==> src/rtl/i2cm_pkg.sv <==
package i2cm_pkg;

    localparam int BYTE_W = 8;
    localparam int CMD_W  = 5;
    localparam int FLAG_W = 5;

    // command word, bit 0 = start ... bit 4 = stop
    typedef struct packed {
        logic stop;
        logic rx_last;
        logic rx;
        logic tx;
        logic start;
    } cmd_t;

    // status flags, bit 0 = tx_ack ... bit 4 = abnormal
    typedef struct packed {
        logic abnormal;
        logic nstop;
        logic rx_done;
        logic tx_nak;
        logic tx_ack;
    } flags_t;

    typedef enum logic [1:0] {OP_ADDR, OP_TX, OP_RX, OP_STOP} op_e;
    typedef enum logic [1:0] {BE_IDLE, BE_START, BE_BITS, BE_STOP} be_st_e;
    typedef enum logic [1:0] {SQ_IDLE, SQ_PICK, SQ_WAIT} sq_st_e;

    function automatic logic any_action(input cmd_t c);
        return c.start | c.tx | c.rx | c.stop;
    endfunction

endpackage

==> src/rtl/i2cm_qtimer.sv <==
module i2cm_qtimer #(
    parameter int DIV_W = 16
) (
    input  logic             clk,
    input  logic             rst,
    input  logic             run,
    input  logic [DIV_W-1:0] div,
    output logic             tick
);
    logic [DIV_W-1:0] cnt;

    always_ff @(posedge clk) begin
        if (rst || !run) begin
            cnt <= '0;
        end else if (cnt == div) begin
            cnt <= '0;
        end else begin
            cnt <= cnt + 1'b1;
        end
    end

    assign tick = run && (cnt == div);
endmodule

==> src/rtl/i2cm_byte_engine.sv <==
module i2cm_byte_engine
    import i2cm_pkg::*;
(
    input  logic              clk,
    input  logic              rst,
    input  logic              tick,
    input  logic              go,
    input  op_e               op,
    input  logic [BYTE_W-1:0] tx_data,
    input  logic              send_nak,
    input  logic              sda_in,
    output logic              run,
    output logic              done,
    output logic              nak,
    output logic [BYTE_W-1:0] rx_data,
    output logic              scl_low,
    output logic              sda_low
);
    localparam int CNT_W = $clog2(BYTE_W + 1);
    localparam logic [CNT_W-1:0] ACK_SLOT = CNT_W'(BYTE_W);

    be_st_e            st;
    logic [1:0]        ph;
    logic [CNT_W-1:0]  bitn;
    logic [BYTE_W-1:0] sh;
    logic              own;
    logic              is_rx;
    logic              nak_out;
    logic              scl_d, sda_d;

    assign run     = (st != BE_IDLE);
    assign rx_data = sh;

    // line levels for the current quarter
    always_comb begin
        scl_d = own;
        sda_d = 1'b0;
        unique case (st)
            BE_IDLE:  begin scl_d = own;                        sda_d = 1'b0;       end
            BE_START: begin scl_d = (ph == 2'd0) || (ph == 2'd3); sda_d = ph[1];      end
            BE_BITS:  begin
                scl_d = ~ph[1];
                if (bitn == ACK_SLOT) sda_d = is_rx & ~nak_out;
                else                  sda_d = ~is_rx & ~sh[BYTE_W-1];
            end
            BE_STOP:  begin scl_d = (ph == 2'd0);               sda_d = ~ph[1];     end
            default:  begin scl_d = own;                        sda_d = 1'b0;       end
        endcase
    end

    always_ff @(posedge clk) begin
        if (rst) begin
            st      <= BE_IDLE;
            ph      <= '0;
            bitn    <= '0;
            sh      <= '0;
            own     <= 1'b0;
            is_rx   <= 1'b0;
            nak_out <= 1'b0;
            nak     <= 1'b0;
            done    <= 1'b0;
            scl_low <= 1'b0;
            sda_low <= 1'b0;
        end else begin
            done    <= 1'b0;
            scl_low <= scl_d;
            sda_low <= sda_d;
            unique case (st)
                BE_IDLE: if (go) begin
                    ph   <= '0;
                    bitn <= '0;
                    unique case (op)
                        OP_ADDR: begin st <= BE_START; sh <= tx_data; is_rx <= 1'b0; end
                        OP_TX:   begin st <= BE_BITS;  sh <= tx_data; is_rx <= 1'b0; end
                        OP_RX:   begin st <= BE_BITS;  sh <= '0; is_rx <= 1'b1; nak_out <= send_nak; end
                        OP_STOP: begin st <= BE_STOP; end
                        default: st <= BE_IDLE;
                    endcase
                end
                BE_START: if (tick) begin
                    ph <= ph + 2'd1;
                    if (ph == 2'd3) begin
                        st  <= BE_BITS;
                        own <= 1'b1;
                    end
                end
                BE_BITS: if (tick) begin
                    ph <= ph + 2'd1;
                    if (ph == 2'd2) begin
                        if (bitn == ACK_SLOT) nak <= sda_in;
                        else if (is_rx)       sh  <= {sh[BYTE_W-2:0], sda_in};
                    end
                    if (ph == 2'd3) begin
                        if (bitn == ACK_SLOT) begin
                            st   <= BE_IDLE;
                            done <= 1'b1;
                        end else begin
                            bitn <= bitn + 1'b1;
                            if (!is_rx) sh <= {sh[BYTE_W-2:0], 1'b0};
                        end
                    end
                end
                BE_STOP: if (tick) begin
                    ph <= ph + 2'd1;
                    if (ph == 2'd3) begin
                        st   <= BE_IDLE;
                        own  <= 1'b0;
                        done <= 1'b1;
                    end
                end
                default: st <= BE_IDLE;
            endcase
        end
    end
endmodule

==> src/rtl/i2cm_seq_ctrl.sv <==
module i2cm_seq_ctrl
    import i2cm_pkg::*;
(
    input  logic              clk,
    input  logic              rst,
    input  logic              cmd_valid,
    input  cmd_t              cmd_in,
    input  logic              be_done,
    input  logic              be_nak,
    input  logic [BYTE_W-1:0] be_rx,
    output logic              go,
    output op_e               op_q,
    output logic              send_nak,
    output logic              busy,
    output flags_t            flags,
    output logic              irq_arm,
    output logic [BYTE_W-1:0] rx_byte
);
    sq_st_e st;
    cmd_t   pend;
    logic   abort_stop;
    logic   need_abort;

    always_ff @(posedge clk) begin
        if (rst) begin
            st         <= SQ_IDLE;
            pend       <= '0;
            op_q       <= OP_STOP;
            go         <= 1'b0;
            send_nak   <= 1'b0;
            busy       <= 1'b0;
            flags      <= '0;
            irq_arm    <= 1'b0;
            rx_byte    <= '0;
            abort_stop <= 1'b0;
            need_abort <= 1'b0;
        end else begin
            go <= 1'b0;
            unique case (st)
                SQ_IDLE: if (cmd_valid) begin
                    pend       <= cmd_in;
                    flags      <= '0;
                    irq_arm    <= 1'b0;
                    busy       <= 1'b1;
                    need_abort <= 1'b0;
                    st         <= SQ_PICK;
                end
                SQ_PICK: begin
                    abort_stop <= 1'b0;
                    if (need_abort || any_action(pend)) begin
                        go <= 1'b1;
                        st <= SQ_WAIT;
                    end
                    if (need_abort) begin
                        op_q       <= OP_STOP;
                        abort_stop <= 1'b1;
                        need_abort <= 1'b0;
                    end else if (pend.start) begin
                        op_q <= OP_ADDR;
                    end else if (pend.tx) begin
                        op_q <= OP_TX;
                    end else if (pend.rx) begin
                        op_q     <= OP_RX;
                        send_nak <= pend.rx_last;
                    end else if (pend.stop) begin
                        op_q <= OP_STOP;
                    end else begin
                        st      <= SQ_IDLE;
                        busy    <= 1'b0;
                        irq_arm <= 1'b1;
                        pend    <= '0;
                    end
                end
                SQ_WAIT: if (be_done) begin
                    st <= SQ_PICK;
                    unique case (op_q)
                        OP_ADDR, OP_TX: begin
                            pend.tx <= 1'b0;
                            if (op_q == OP_ADDR) pend.start <= 1'b0;
                            if (be_nak) begin
                                flags.tx_nak   <= 1'b1;
                                flags.abnormal <= 1'b1;
                                pend           <= '0;
                                need_abort     <= 1'b1;
                            end else begin
                                flags.tx_ack <= 1'b1;
                            end
                        end
                        OP_RX: begin
                            pend.rx       <= 1'b0;
                            pend.rx_last  <= 1'b0;
                            flags.rx_done <= 1'b1;
                            rx_byte       <= be_rx;
                        end
                        OP_STOP: begin
                            pend.stop <= 1'b0;
                            if (!abort_stop) flags.nstop <= 1'b1;
                        end
                        default: st <= SQ_PICK;
                    endcase
                end
                default: st <= SQ_IDLE;
            endcase
        end
    end
endmodule

==> src/rtl/i2cm_cmd_seq.sv <==
module i2cm_cmd_seq
    import i2cm_pkg::*;
#(
    parameter int DIV_W = 16
) (
    input  logic              clk,
    input  logic              rst,
    input  logic [DIV_W-1:0]  clk_div,
    input  logic              cmd_valid,
    input  logic [CMD_W-1:0]  cmd_bits,
    input  logic [BYTE_W-1:0] tx_byte,
    input  logic [FLAG_W-1:0] int_en,
    output logic              busy,
    output logic [FLAG_W-1:0] status,
    output logic              irq,
    output logic [BYTE_W-1:0] rx_byte,
    output logic              scl_drive_low,
    output logic              sda_drive_low,
    input  logic              sda_in
);
    logic              tick, be_run, be_go, be_done, be_nak, send_nak, irq_arm;
    logic [BYTE_W-1:0] be_rx;
    op_e               op;
    flags_t            flags;

    i2cm_qtimer #(.DIV_W(DIV_W)) u_timer (
        .clk(clk), .rst(rst), .run(be_run), .div(clk_div), .tick(tick)
    );

    i2cm_byte_engine u_engine (
        .clk(clk), .rst(rst), .tick(tick), .go(be_go), .op(op),
        .tx_data(tx_byte), .send_nak(send_nak), .sda_in(sda_in),
        .run(be_run), .done(be_done), .nak(be_nak), .rx_data(be_rx),
        .scl_low(scl_drive_low), .sda_low(sda_drive_low)
    );

    i2cm_seq_ctrl u_seq (
        .clk(clk), .rst(rst), .cmd_valid(cmd_valid), .cmd_in(cmd_t'(cmd_bits)),
        .be_done(be_done), .be_nak(be_nak), .be_rx(be_rx),
        .go(be_go), .op_q(op), .send_nak(send_nak), .busy(busy),
        .flags(flags), .irq_arm(irq_arm), .rx_byte(rx_byte)
    );

    assign status = flags;
    assign irq    = irq_arm & (|(flags & int_en));
endmodule

==> config.mk <==
export PLATFORM = sky130hd
export DESIGN_NAME = i2cm_cmd_seq
export DESIGN_NICKNAME = d
export VERILOG_FILES = /design/src/rtl/i2cm_pkg.sv /design/src/rtl/i2cm_qtimer.sv /design/src/rtl/i2cm_byte_engine.sv /design/src/rtl/i2cm_seq_ctrl.sv /design/src/rtl/i2cm_cmd_seq.sv
export SDC_FILE = /design/constraint.sdc
export NUM_CORES = 1
export LEC_CHECK = 0
export BUFFER_PORTS_ARGS = -buffer_cell sky130_fd_sc_hd__buf_4
export CAP_MARGIN = 20
export CORE_MARGIN = 1.5
export CORE_UTILIZATION = 60
export DETAILED_ROUTE_END_ITERATION = 8
export GPL_TIMING_DRIVEN = 0
export PLACE_DENSITY_LB_ADDON = 0.2
export SLEW_MARGIN = 20
export SYNTH_ARGS = -nofsm -noshare
export SYNTH_HDL_FRONTEND = slang
export SYNTH_SLANG_ARGS = --single-unit
==> constraint.sdc <==
create_clock -name clk -period 4.3 [get_ports clk]
set_clock_uncertainty 0.1 [all_clocks]
set_input_delay 0.86 -clock clk [delete_from_list [all_inputs] [get_ports clk]]
set_output_delay 0.86 -clock clk [all_outputs]
set_load 0.02 [all_outputs]
==> load_flow_metrics.sql, run 1 <==
INSERT INTO impl_metrics (metric_group, metric, value, unit) VALUES
('status', 'run_status', 'complete, no violations', ''),
('die', 'initial_core_util', '61.9', '%'),
('detailed_routing', 'routed_via_density', '5.97', ''),
('detailed_routing', 'vias', '3492', ''),
('clocking', 'h-tree-depth', '3', ''),
('yosys', 'proportion_of_synthesized_flip_flops_having_asynchronous_set_or_reset', '0', '%'),
('power', 'p_leak', '1.77', 'nW'),
('setup_path', 'path_cells', 'buf_4, xor2_1, nor4_1, nand4_1, buf_2, o41ai_1, o31ai_1', ''),
('run', 'max_cap_viol_count', '0', ''),
('clocking', 'clock_path_buffers', '2', ''),
('clocking', 'tritoncts', 'done', ''),
('placed_design', 'place.gp.congestion', '0.901', ''),
('power', 'vdd_drop_max', '0.289', 'mV'),
('cells_and_area', 'growth_of_design_area_from_synthesis_to_finish', '21.1', '%'),
('sta', 'maxSlewViolCount', '0', ''),
('setup_path', 'critPathSlowestCell', 'nor4_1', ''),
('power', 'clock_power_share', '41.0', '%'),
('worst_hold_path', 'path_class_of_the_lowest_slack_min_delay_path', 'reg -> reg', ''),
('yosys', 'synth_cells', '441', ''),
('cells_and_area', 'drive_gt1_share', '16.1', '%'),
('sta', 'timing.final.hold_violations', '0', ''),
('yosys', 'share_of_yosys_cell_area_claimed_by_the_top_area_cell_type', '36.3', '%'),
('setup_path', 'critPathMaxStageDelay', '0.47', 'ns'),
('sta', 'report.final.setup_viol', '0', ''),
('cells_and_area', 'non_filler_instance_count_after_layout', '585', ''),
('grt', 'grt_pass1_vias', '3149', ''),
('sta', 'min_period_over_period', '62.8', '%'),
('clocking', 'post-cts-setup-buffer-count', '0', ''),
('sta', 'maxSlewHeadroom', '55.8', '%'),
('clocking', 'clkSinkCount', '66', ''),
('cells_and_area', 'diodes', '0', ''),
('setup_path', 'regToRegSetupSlack', '1.71', 'ns'),
('detailed_routing', 'detail_route.wl_per_cell', '15.5', 'microns'),
('sta', 'rsz_0062_raised_after_global_routing', 'no', ''),
('cells_and_area', 'nNetsFinal', '559', ''),
('sta', 'max_slew.worst_pin.slew', '0.654', 'ns'),
('worst_hold_path', 'hold_depth', '2', ''),
('power', 'power_density', '394', 'nW/um^2'),
('clocking', 'worstSkewPairLatency', '0.35', 'ns'),
('placed_design', 'port_buffers', '53', ''),
('power', 'sequentialPowerShare', '38.3', '%'),
('die', 'fp.dieW', '80.9', 'microns'),
('detailed_routing', 'postRouteAntennaNets', '0', ''),
('setup_path', 'worst_endpoint_required_time', '4.42', 'ns'),
('cells_and_area', 'fill_cell_instance_count_of_the_final_layout', '477', ''),
('sta', 'sum_neg_setup_slack', '0', 'ns'),
('yosys', 'synth.most_common_cell', 'dfxtp_1', ''),
('placed_design', 'place_inst', '569', ''),
('die', 'floorplan.die_area', '6550', 'sq um'),
('die', 'std_cell_rows', '28', ''),
('power', 'power_frac_comb', '20.7', '%'),
('yosys', 'synthesis.area', '3640', 'sq um'),
('power', 'net_switching_component_of_the_power', '493', 'uW'),
('die', 'pin_count', '55', ''),
('setup_path', 'worst_setup_path_start_kind', 'input port', ''),
('power', 'internal_power', '1.25', 'mW'),
('yosys', 'synth_seq_cells', '66', ''),
('yosys', 'ys.flop_type', 'dfxtp_1', ''),
('setup_path', 'worstPathMaxFanout', '10', ''),
('detailed_routing', 'drt_pre_antenna_iters', '7', ''),
('setup_path', 'path_class', 'in -> reg', ''),
('sta', 'hold_slack', '0.375', 'ns'),
('detailed_routing', 'drcViolationCount', '0', ''),
('yosys', 'main_area_contributors_after_synthesis', 'dfxtp_1 36%, nor2_1 5.7%, xor2_1 5.5%', ''),
('placed_design', 'dpl_cell_area', '4140', 'sq um'),
('grt', 'pin_count_of_the_biggest_net_entering_global_routing', '13', ''),
('setup_path', 'worst_r2r_path_depth', '7', ''),
('yosys', 'avgSynthCellArea', '8.26', 'sq um'),
('power', 'power.share.switching', '28.3', '%'),
('sta', 'max_freq', '0.370', 'GHz'),
('clocking', 'ctsRootBufferMaster', 'clkbuf_8', '');
[power by group through the flow]
stage	Combinational [mW]	Sequential, mW	Clock [mW]
floorplan	0.243	0.681	0
global placement	0.340	0.679	0
detailed placement	0.347	0.681	0
CTS	0.354	0.667	0.716
global route	0.396	0.671	0.739
finish	0.359	0.667	0.713
[registers in the layout, summed over array words and instances (netlist names), 2 cells and up]
signal,count
u_seq.pend,5
u_engine.ph,2
u_engine.bitn,4
u_seq.st,2
u_seq.rx_byte,8
u_seq.flags,4
u_seq.op_q,2
u_engine.rx_data,8
u_engine.st,2
u_timer.cnt,16
[worst paths after layout]
check	from	end
hold reg to reg	u_seq.abort_stop	u_seq.abort_stop
hold / removal	u_seq.abort_stop	u_seq.abort_stop
setup / recovery	clk_div[15]	u_engine.rx_data[7]
setup reg to reg	u_seq.st[0]	u_seq.pend[4]
[kinds of logic after synthesis]
group | count (synthesis) | synth area share (%)
buf+inv | 37 | 4.19
fa+ha+maj | 16 | 5.49
xor+xnor | 30 | 7.21
mux | 11 | 3.02
compound gates | 105 | 18.5
simple gates | 176 | 25.3
flops | 66 | 36.3
[per-layer routing]
layer	wire length [microns]	vias to the layer above	global-route usage, %
li1	-	1710	-
met1	4000	1637	34.3
met2	4370	113	47.3
met3	460	32	4.83
met4	235	0	13.6
met5	0	-	0
[cell type report]
| type | instances | area share (%) |
|---|---|---|
| clock buffers | 10 | 3.12 |
| multi-input cells | 338 | 49.2 |
| repair buffers | 53 | 9.02 |
| flip-flops and latches | 66 | 30.0 |
| inverters | 13 | 1.11 |
| well taps | 75 | 2.13 |
| clock inverters | 6 | 3.12 |
| plain buffers | 24 | 2.35 |
[cells in the final DEF (no fill, tap or decap), types with 7 or more instances in the layout]
| cell type | count |
|---|---|
| dfxtp_1 | 66 |
| nand2_1 | 28 |
| nand3_1 | 10 |
| nand2b_1 | 19 |
| xnor2_1 | 7 |
| o21ai_0 | 15 |
| nor2_1 | 55 |
| xor2_1 | 23 |
| a31oi_1 | 12 |
| nor3_1 | 12 |
| o41ai_1 | 8 |
| buf_4 | 54 |
| ha_1 | 16 |
| clkbuf_1 | 19 |
| o31ai_1 | 9 |
| nand4_1 | 7 |
| clkbuf_8 | 10 |
| mux2i_1 | 11 |
| a21oi_1 | 34 |
| inv_1 | 13 |
[critical path, delay by kind of cell]
family,cells,cell delay (ns)
xor gates and xnor gates,1,0.13
AOI/OAI and AO/OA,2,0.54
and+or+nand+nor,2,0.85
buffers and inverters,2,0.42
[through the flow]
step / power (mW) / setup slack [ns] / util [%]
final: 1.74 / 1.60 / 74.9
after CTS: 1.74 / 1.64 / 74.9
after floorplan: 0.924 / 1.89 / -
after global placement: 1.02 / 1.32 / 70.3
after global routing: 1.81 / 1.50 / 74.9
after detailed placement: 1.03 / 1.28 / 70.3
No activity file was read; power rests on OpenSTA's default activity.
==> run 2, diff against run 1 <==
- CORE_UTILIZATION: 60 -> 52
- clock period: 4.3 -> 2.2 ns (I/O delays scaled with it)
==> run 2 against run 1 <==
Count of clock-buffer cells in the layout stayed put. Clock power is 99% higher. Flip-flop and latch count stayed put. Sequential power is 96% higher. Power is 100% higher. Sequential share of layout area is 0.95 points lower. Hold slack worse by 0.11 ns. Register-to-register slack worse by 1.6 ns. Non-clock buffer count is 5 higher. Design area is 4.9% higher. Final cell count is 4.4% higher. Global-route usage is 2.9 points lower. Largest power group unchanged.
==> load_flow_metrics.sql, run 2 (same netlist as run 1, synthesis figures left out) <==
INSERT INTO impl_metrics (metric_group, metric, value, unit) VALUES
('status', 'run_status', 'complete, no violations', ''),
('die', 'pin_count', '55', ''),
('power', 'power', '3.48', 'mW'),
('grt', 'groute.usage.overall', '25.1', '%'),
('placed_design', 'hpwl', '6430', 'microns'),
('cells_and_area', 'mostFrequentLayoutCells', '60 x buf_4, 54 x dfxtp_1, 53 x nor2_1', ''),
('detailed_routing', 'routed_via_density', '5.79', ''),
('setup_path', 'worst_endpoint_required_time', '2.37', 'ns'),
('cells_and_area', 'nNetsFinal', '564', ''),
('setup_path', 'worst_r2r_path_depth', '7', ''),
('sta', 'min_period_over_period', '96.4', '%'),
('power', 'p_leak', '1.82', 'nW'),
('die', 'core_area', '6790', 'sq um'),
('clocking', 'tritoncts', 'done', ''),
('sta', 'report.final.setup_viol', '0', ''),
('cells_and_area', 'growth_of_design_area_from_synthesis_to_finish', '26.9', '%'),
('grt', 'initial_antenna_violation_count', '0', ''),
('power', 'vdd_drop_max', '0.559', 'mV'),
('setup_path', 'worst_ep_arrival_time', '2.29', 'ns'),
('cells_and_area', 'largest-register', 'u_timer.cnt', ''),
('detailed_routing', 'drt_pre_antenna_iters', '4', ''),
('run', 'max_cap_viol_count', '0', ''),
('detailed_routing', 'dr.first_iter.drc_count', '232', ''),
('grt', 'pin_count_of_the_biggest_net_entering_global_routing', '13', ''),
('setup_path', 'worst_setup_path_start_kind', 'flop', ''),
('setup_path', 'worstPathMaxFanout', '4', ''),
('placed_design', 'dpl_cell_area', '4160', 'sq um'),
('grt', 'grt-ovfl-total', '0', ''),
('sta', 'maxSlewViolCount', '0', ''),
('clocking', 'h-tree-depth', '3', ''),
('clocking', 'worstSkewPairLatency', '0.34', 'ns'),
('cells_and_area', 'largest_register_ff_count', '16', ''),
('cells_and_area', 'utilization', '68.1', '%'),
('clocking', 'clock_path_buffers', '2', ''),
('cells_and_area', 'final_common_cell', 'buf_4', ''),
('clocking', 'cts.clk_slew.worst_paths', '0.08', 'ns'),
('setup_path', 'critPathMaxStageDelay', '0.51', 'ns'),
('die', 'std_cell_rows', '30', ''),
('sta', 'max_freq', '0.472', 'GHz'),
('detailed_routing', 'drt_wl_total', '9440', 'microns'),
('setup_path', 'path_cells', 'xor2_1, nor4_4, nand4_1, buf_4, buf_4, or4_4, a21oi_2', ''),
('die', 'initial_core_util', '53.6', '%'),
('clocking', 'tritoncts_buffers', '9', ''),
('worst_hold_path', 'hold_depth', '3', ''),
('sta', 'hold_slack', '0.268', 'ns'),
('setup_path', 'critPathSlowestCell', 'or4_4', ''),
('cells_and_area', 'final_area', '4620', 'sq um'),
('detailed_routing', 'drcViolationCount', '0', ''),
('die', 'fp.dieW', '86.7', 'microns'),
('cells_and_area', 'diodes', '0', ''),
('grt', 'grt_pass1_wl', '14800', 'microns'),
('detailed_routing', 'postRouteAntennaNets', '0', ''),
('sta', 'max_slew.worst_pin.slew', '0.646', 'ns'),
('sta', 'min_period', '2.12', 'ns'),
('cells_and_area', 'drive_gt1_share', '23.7', '%'),
('power', 'power_density', '752', 'nW/um^2'),
('sta', 'maxSlewHeadroom', '56.3', '%'),
('die', 'floorplan.die_area', '7520', 'sq um'),
('setup_path', 'critical_path.most_common_cell', 'buf_4', ''),
('clocking', 'ctsHoldBuffers', '0', ''),
('placed_design', 'port_buffers', '53', ''),
('placed_design', 'place.gp.congestion', '0.914', ''),
('setup_path', 'type_of_destination_of_the_critical_path', 'flop', ''),
('die', 'die_height', '86.7', 'microns'),
('clocking', 'clkSinkCount', '66', ''),
('setup_path', 'path_class', 'reg -> reg', ''),
('sta', 'timing.final.hold_violations', '0', ''),
('detailed_routing', 'vias', '3538', ''),
('detailed_routing', 'detail_route.wl_per_cell', '15.4', 'microns'),
('worst_hold_path', 'path_class_of_the_lowest_slack_min_delay_path', 'in -> reg', ''),
('grt', 'grt_pass1_vias', '3171', ''),
('clocking', 'ctsRootBufferMaster', 'clkbuf_8', '');
run 2: routing by layer:
metal,global-route usage [%],vias to the layer above,part of all wire [%]
met5,0,-,0
li1,-,1722,-
met1,32.2,1685,44
met4,11.0,0,0.90
met2,40.5,123,49
met3,5.33,8,5.5
run 2: layout make-up:
cell class / instances / area (sq um)
Multi-Input combinational cell: 338 / 2290
Fill cell: 578 / 2170
Sequential cell: 66 / 1340
Timing Repair Buffer: 59 / 443
Clock buffer: 10 / 138
Clock inverter: 6 / 136
Tap cell: 96 / 120
Buffer: 23 / 110
Inverter: 13 / 48.8
run 2: final timing paths:
| kind | end | slack, ns | startpoint |
|---|---|---|---|
| max | u_engine.bitn[0] | 0.08 | u_timer.cnt[7] |
| min | u_seq.pend[0] | 0.27 | cmd_bits[0] |
| max reg2reg | u_engine.bitn[0] | 0.08 | u_timer.cnt[7] |
| min reg2reg | u_seq.pend[3] | 0.38 | u_seq.pend[3] |
run 2: through the flow:
stage	setup slack, ns	std cells	setup TNS (ns)
floorplan	0.0493	441	0
global placement	-0.403	590	-10.28
detailed placement	-0.426	590	-11.12
CTS	0.00722	609	0
global route	-0.0240	611	-0.0394
finish	0.0799	611	0
run 2: power breakdown:
group	switching (mW)	internal [mW]	total [mW]	leakage, nW
registers	0.0532	1.25	1.31	0.538
logic	0.440	0.313	0.752	1.15
clock network	0.515	0.903	1.42	0.133
run 2: repair_timing:
| action | 4_1_cts | 5_1_grt |
|---|---|---|
| setup endpoints to repair | 38 | 27 |
| pin swaps | 2 | 13 |
| gates resized for setup | 8 | 37 |
| buffers inserted | 3 | 3 |
| endpoints found under the hold margin | 0 | 0 |
run 2: critical path, delay by kind of cell (launching register included):
family	cells	cell delay, ns
and+or+nand+nor	3	0.97
buffers and inverters	2	0.32
DFF	1	0.35
AOI/OAI and AO/OA	1	0.14
xor gates and xnor gates	1	0.18
==> run 3, diff against run 2 <==
- CORE_UTILIZATION: 52 -> 40
==> run 3 against run 2 <==
Register-to-register slack lost 0.06 ns. Highest routed layer unchanged. Critical path depth is 1 lower. Largest power group is now sequential cells. Count of clock-buffer cells in the layout did not move. Critical path type unchanged. Global-route usage decreased by 5.8 points.
==> load_flow_metrics.sql, run 3 (same netlist as run 1, synthesis figures left out) <==
INSERT INTO impl_metrics (metric_group, metric, value, unit) VALUES
('setup_path', 'type_of_destination_of_the_critical_path', 'flop', ''),
('detailed_routing', 'routed_via_density', '5.57', ''),
('cells_and_area', 'nNetsFinal', '563', ''),
('sta', 'timing.final.hold_violations', '0', ''),
('sta', 'sum_neg_setup_slack', '0', 'ns'),
('sta', 'max_freq', '0.458', 'GHz'),
('clocking', 'tritoncts_buffers', '9', ''),
('clocking', 'ctsRootBufferMaster', 'clkbuf_8', ''),
('detailed_routing', 'drt_pre_antenna_iters', '4', ''),
('detailed_routing', 'drt_wl_total', '9380', 'microns'),
('die', 'die_height', '98.4', 'microns'),
('grt', 'groute.usage.overall', '19.2', '%'),
('cells_and_area', 'largest-register', 'u_timer.cnt', ''),
('clocking', 'clkSinkCount', '66', ''),
('placed_design', 'place.gp.congestion', '0.814', ''),
('grt', 'initial_antenna_violation_count', '0', ''),
('clocking', 'worstSkewPairLatency', '0.34', 'ns'),
('sta', 'report.final.setup_viol', '0', ''),
('setup_path', 'path_class', 'reg -> reg', ''),
('grt', 'grt-ovfl-total', '0', ''),
('sta', 'hold_slack', '0.277', 'ns'),
('die', 'initial_core_util', '41.6', '%'),
('grt', 'grt_pass1_vias', '3202', ''),
('clocking', 'tritoncts', 'done', ''),
('clocking', 'clock_path_buffers', '2', ''),
('setup_path', 'worstPathMaxFanout', '5', ''),
('placed_design', 'port_buffers', '53', ''),
('detailed_routing', 'detail_route.wl_per_cell', '15.1', 'microns'),
('worst_hold_path', 'hold_depth', '3', ''),
('detailed_routing', 'postRouteAntennaNets', '0', ''),
('sta', 'max_slew.worst_pin.slew', '0.688', 'ns'),
('cells_and_area', 'mostFrequentLayoutCells', '60 x buf_4, 52 x nor2_1, 51 x dfxtp_1', ''),
('cells_and_area', 'utilization', '51.6', '%'),
('setup_path', 'worst_setup_path_start_kind', 'flop', ''),
('clocking', 'ctsHoldBuffers', '0', ''),
('die', 'std_cell_rows', '34', ''),
('sta', 'min_period_over_period', '99.1', '%'),
('sta', 'rsz_0062_raised_after_global_routing', 'yes', ''),
('placed_design', 'hpwl', '6770', 'microns'),
('die', 'core_area', '8760', 'sq um'),
('grt', 'pin_count_of_the_biggest_net_entering_global_routing', '12', ''),
('power', 'power_density', '676', 'nW/um^2'),
('grt', 'grt_pass1_wl', '15200', 'microns'),
('sta', 'maxSlewViolCount', '0', ''),
('power', 'p_leak', '1.78', 'nW'),
('die', 'fp.dieW', '98.4', 'microns'),
('die', 'pin_count', '55', ''),
('cells_and_area', 'drive_gt1_share', '23.8', '%'),
('cells_and_area', 'diodes', '0', ''),
('setup_path', 'worst_ep_arrival_time', '2.34', 'ns'),
('run', 'max_cap_viol_count', '0', ''),
('setup_path', 'worst_r2r_path_depth', '6', ''),
('die', 'floorplan.die_area', '9690', 'sq um'),
('detailed_routing', 'dr.first_iter.drc_count', '181', ''),
('detailed_routing', 'drcViolationCount', '0', ''),
('cells_and_area', 'largest_register_ff_count', '16', ''),
('power', 'vdd_drop_max', '0.350', 'mV'),
('clocking', 'h-tree-depth', '3', ''),
('status', 'run_status', 'complete, no violations', ''),
('sta', 'maxSlewHeadroom', '54.1', '%'),
('worst_hold_path', 'path_class_of_the_lowest_slack_min_delay_path', 'in -> reg', ''),
('setup_path', 'worst_endpoint_required_time', '2.36', 'ns'),
('clocking', 'cts.clk_slew.worst_paths', '0.08', 'ns'),
('detailed_routing', 'vias', '3460', ''),
('sta', 'min_period', '2.18', 'ns'),
('cells_and_area', 'final_common_cell', 'buf_4', ''),
('cells_and_area', 'growth_of_design_area_from_synthesis_to_finish', '24.1', '%');
run 3: timing repair:
item                       CTS  global route
setup endpoints to repair   38            26
resized for setup           10            33
pin swaps                    7            17
buffers inserted             3             3
run 3: worst max-delay path: stages (launching register included):
cell	delay, ns
dfxtp_2	0.33
xor2_1	0.17
nor4_2	0.37
nand4_1	0.26
buf_4	0.22
or4_1	0.46
a31oi_1	0.20
run 3: through the flow:
stage / setup slack, ns / total power, mW / cell area (sq um) / std cells
after floorplan: 0.0493 / 1.81 / 3640 / 441
after CTS: 0.00149 / 3.06 / 4430 / 620
after detailed placement: -0.419 / 2.02 / 4180 / 602
final: 0.0188 / 3.06 / 4520 / 621
after global routing: -0.0717 / 3.23 / 4520 / 621
after global placement: -0.380 / 2.01 / 4180 / 602
run 3: report_power, final:
part	switching, mW	internal [mW]	leakage (nW)
Clock	0.477	0.544	0.0941
Sequential	0.0507	1.25	0.541
Combinational	0.428	0.304	1.14
Total	0.956	2.10	1.78
run 3: worst paths after layout:
check	from	to	slack [ns]
max	u_timer.cnt[3]	u_engine.bitn[3]	0.02
min	cmd_bits[0]	u_seq.pend[0]	0.28
max reg2reg	u_timer.cnt[3]	u_engine.bitn[3]	0.02
min reg2reg	u_timer.cnt[0]	u_timer.cnt[0]	0.37
run 3: final cells by class:
type	instances	area, sq um
sequential	66	1350
fill	867	4240
timing repair buffer	59	443
clock inverter	5	55.1
tap	108	135
buffer	22	93.8
multi-input combinational	338	2260
clock buffer	10	138
inverter	13	48.8
run 3: per-layer routing:
metal	GRT usage [%]	up-vias	wire length [microns]
met1	26.3	1641	4460
met2	30.4	92	4290
li1	-	1712	-
met3	3.12	15	466
met5	0	-	0
met4	7.58	0	173
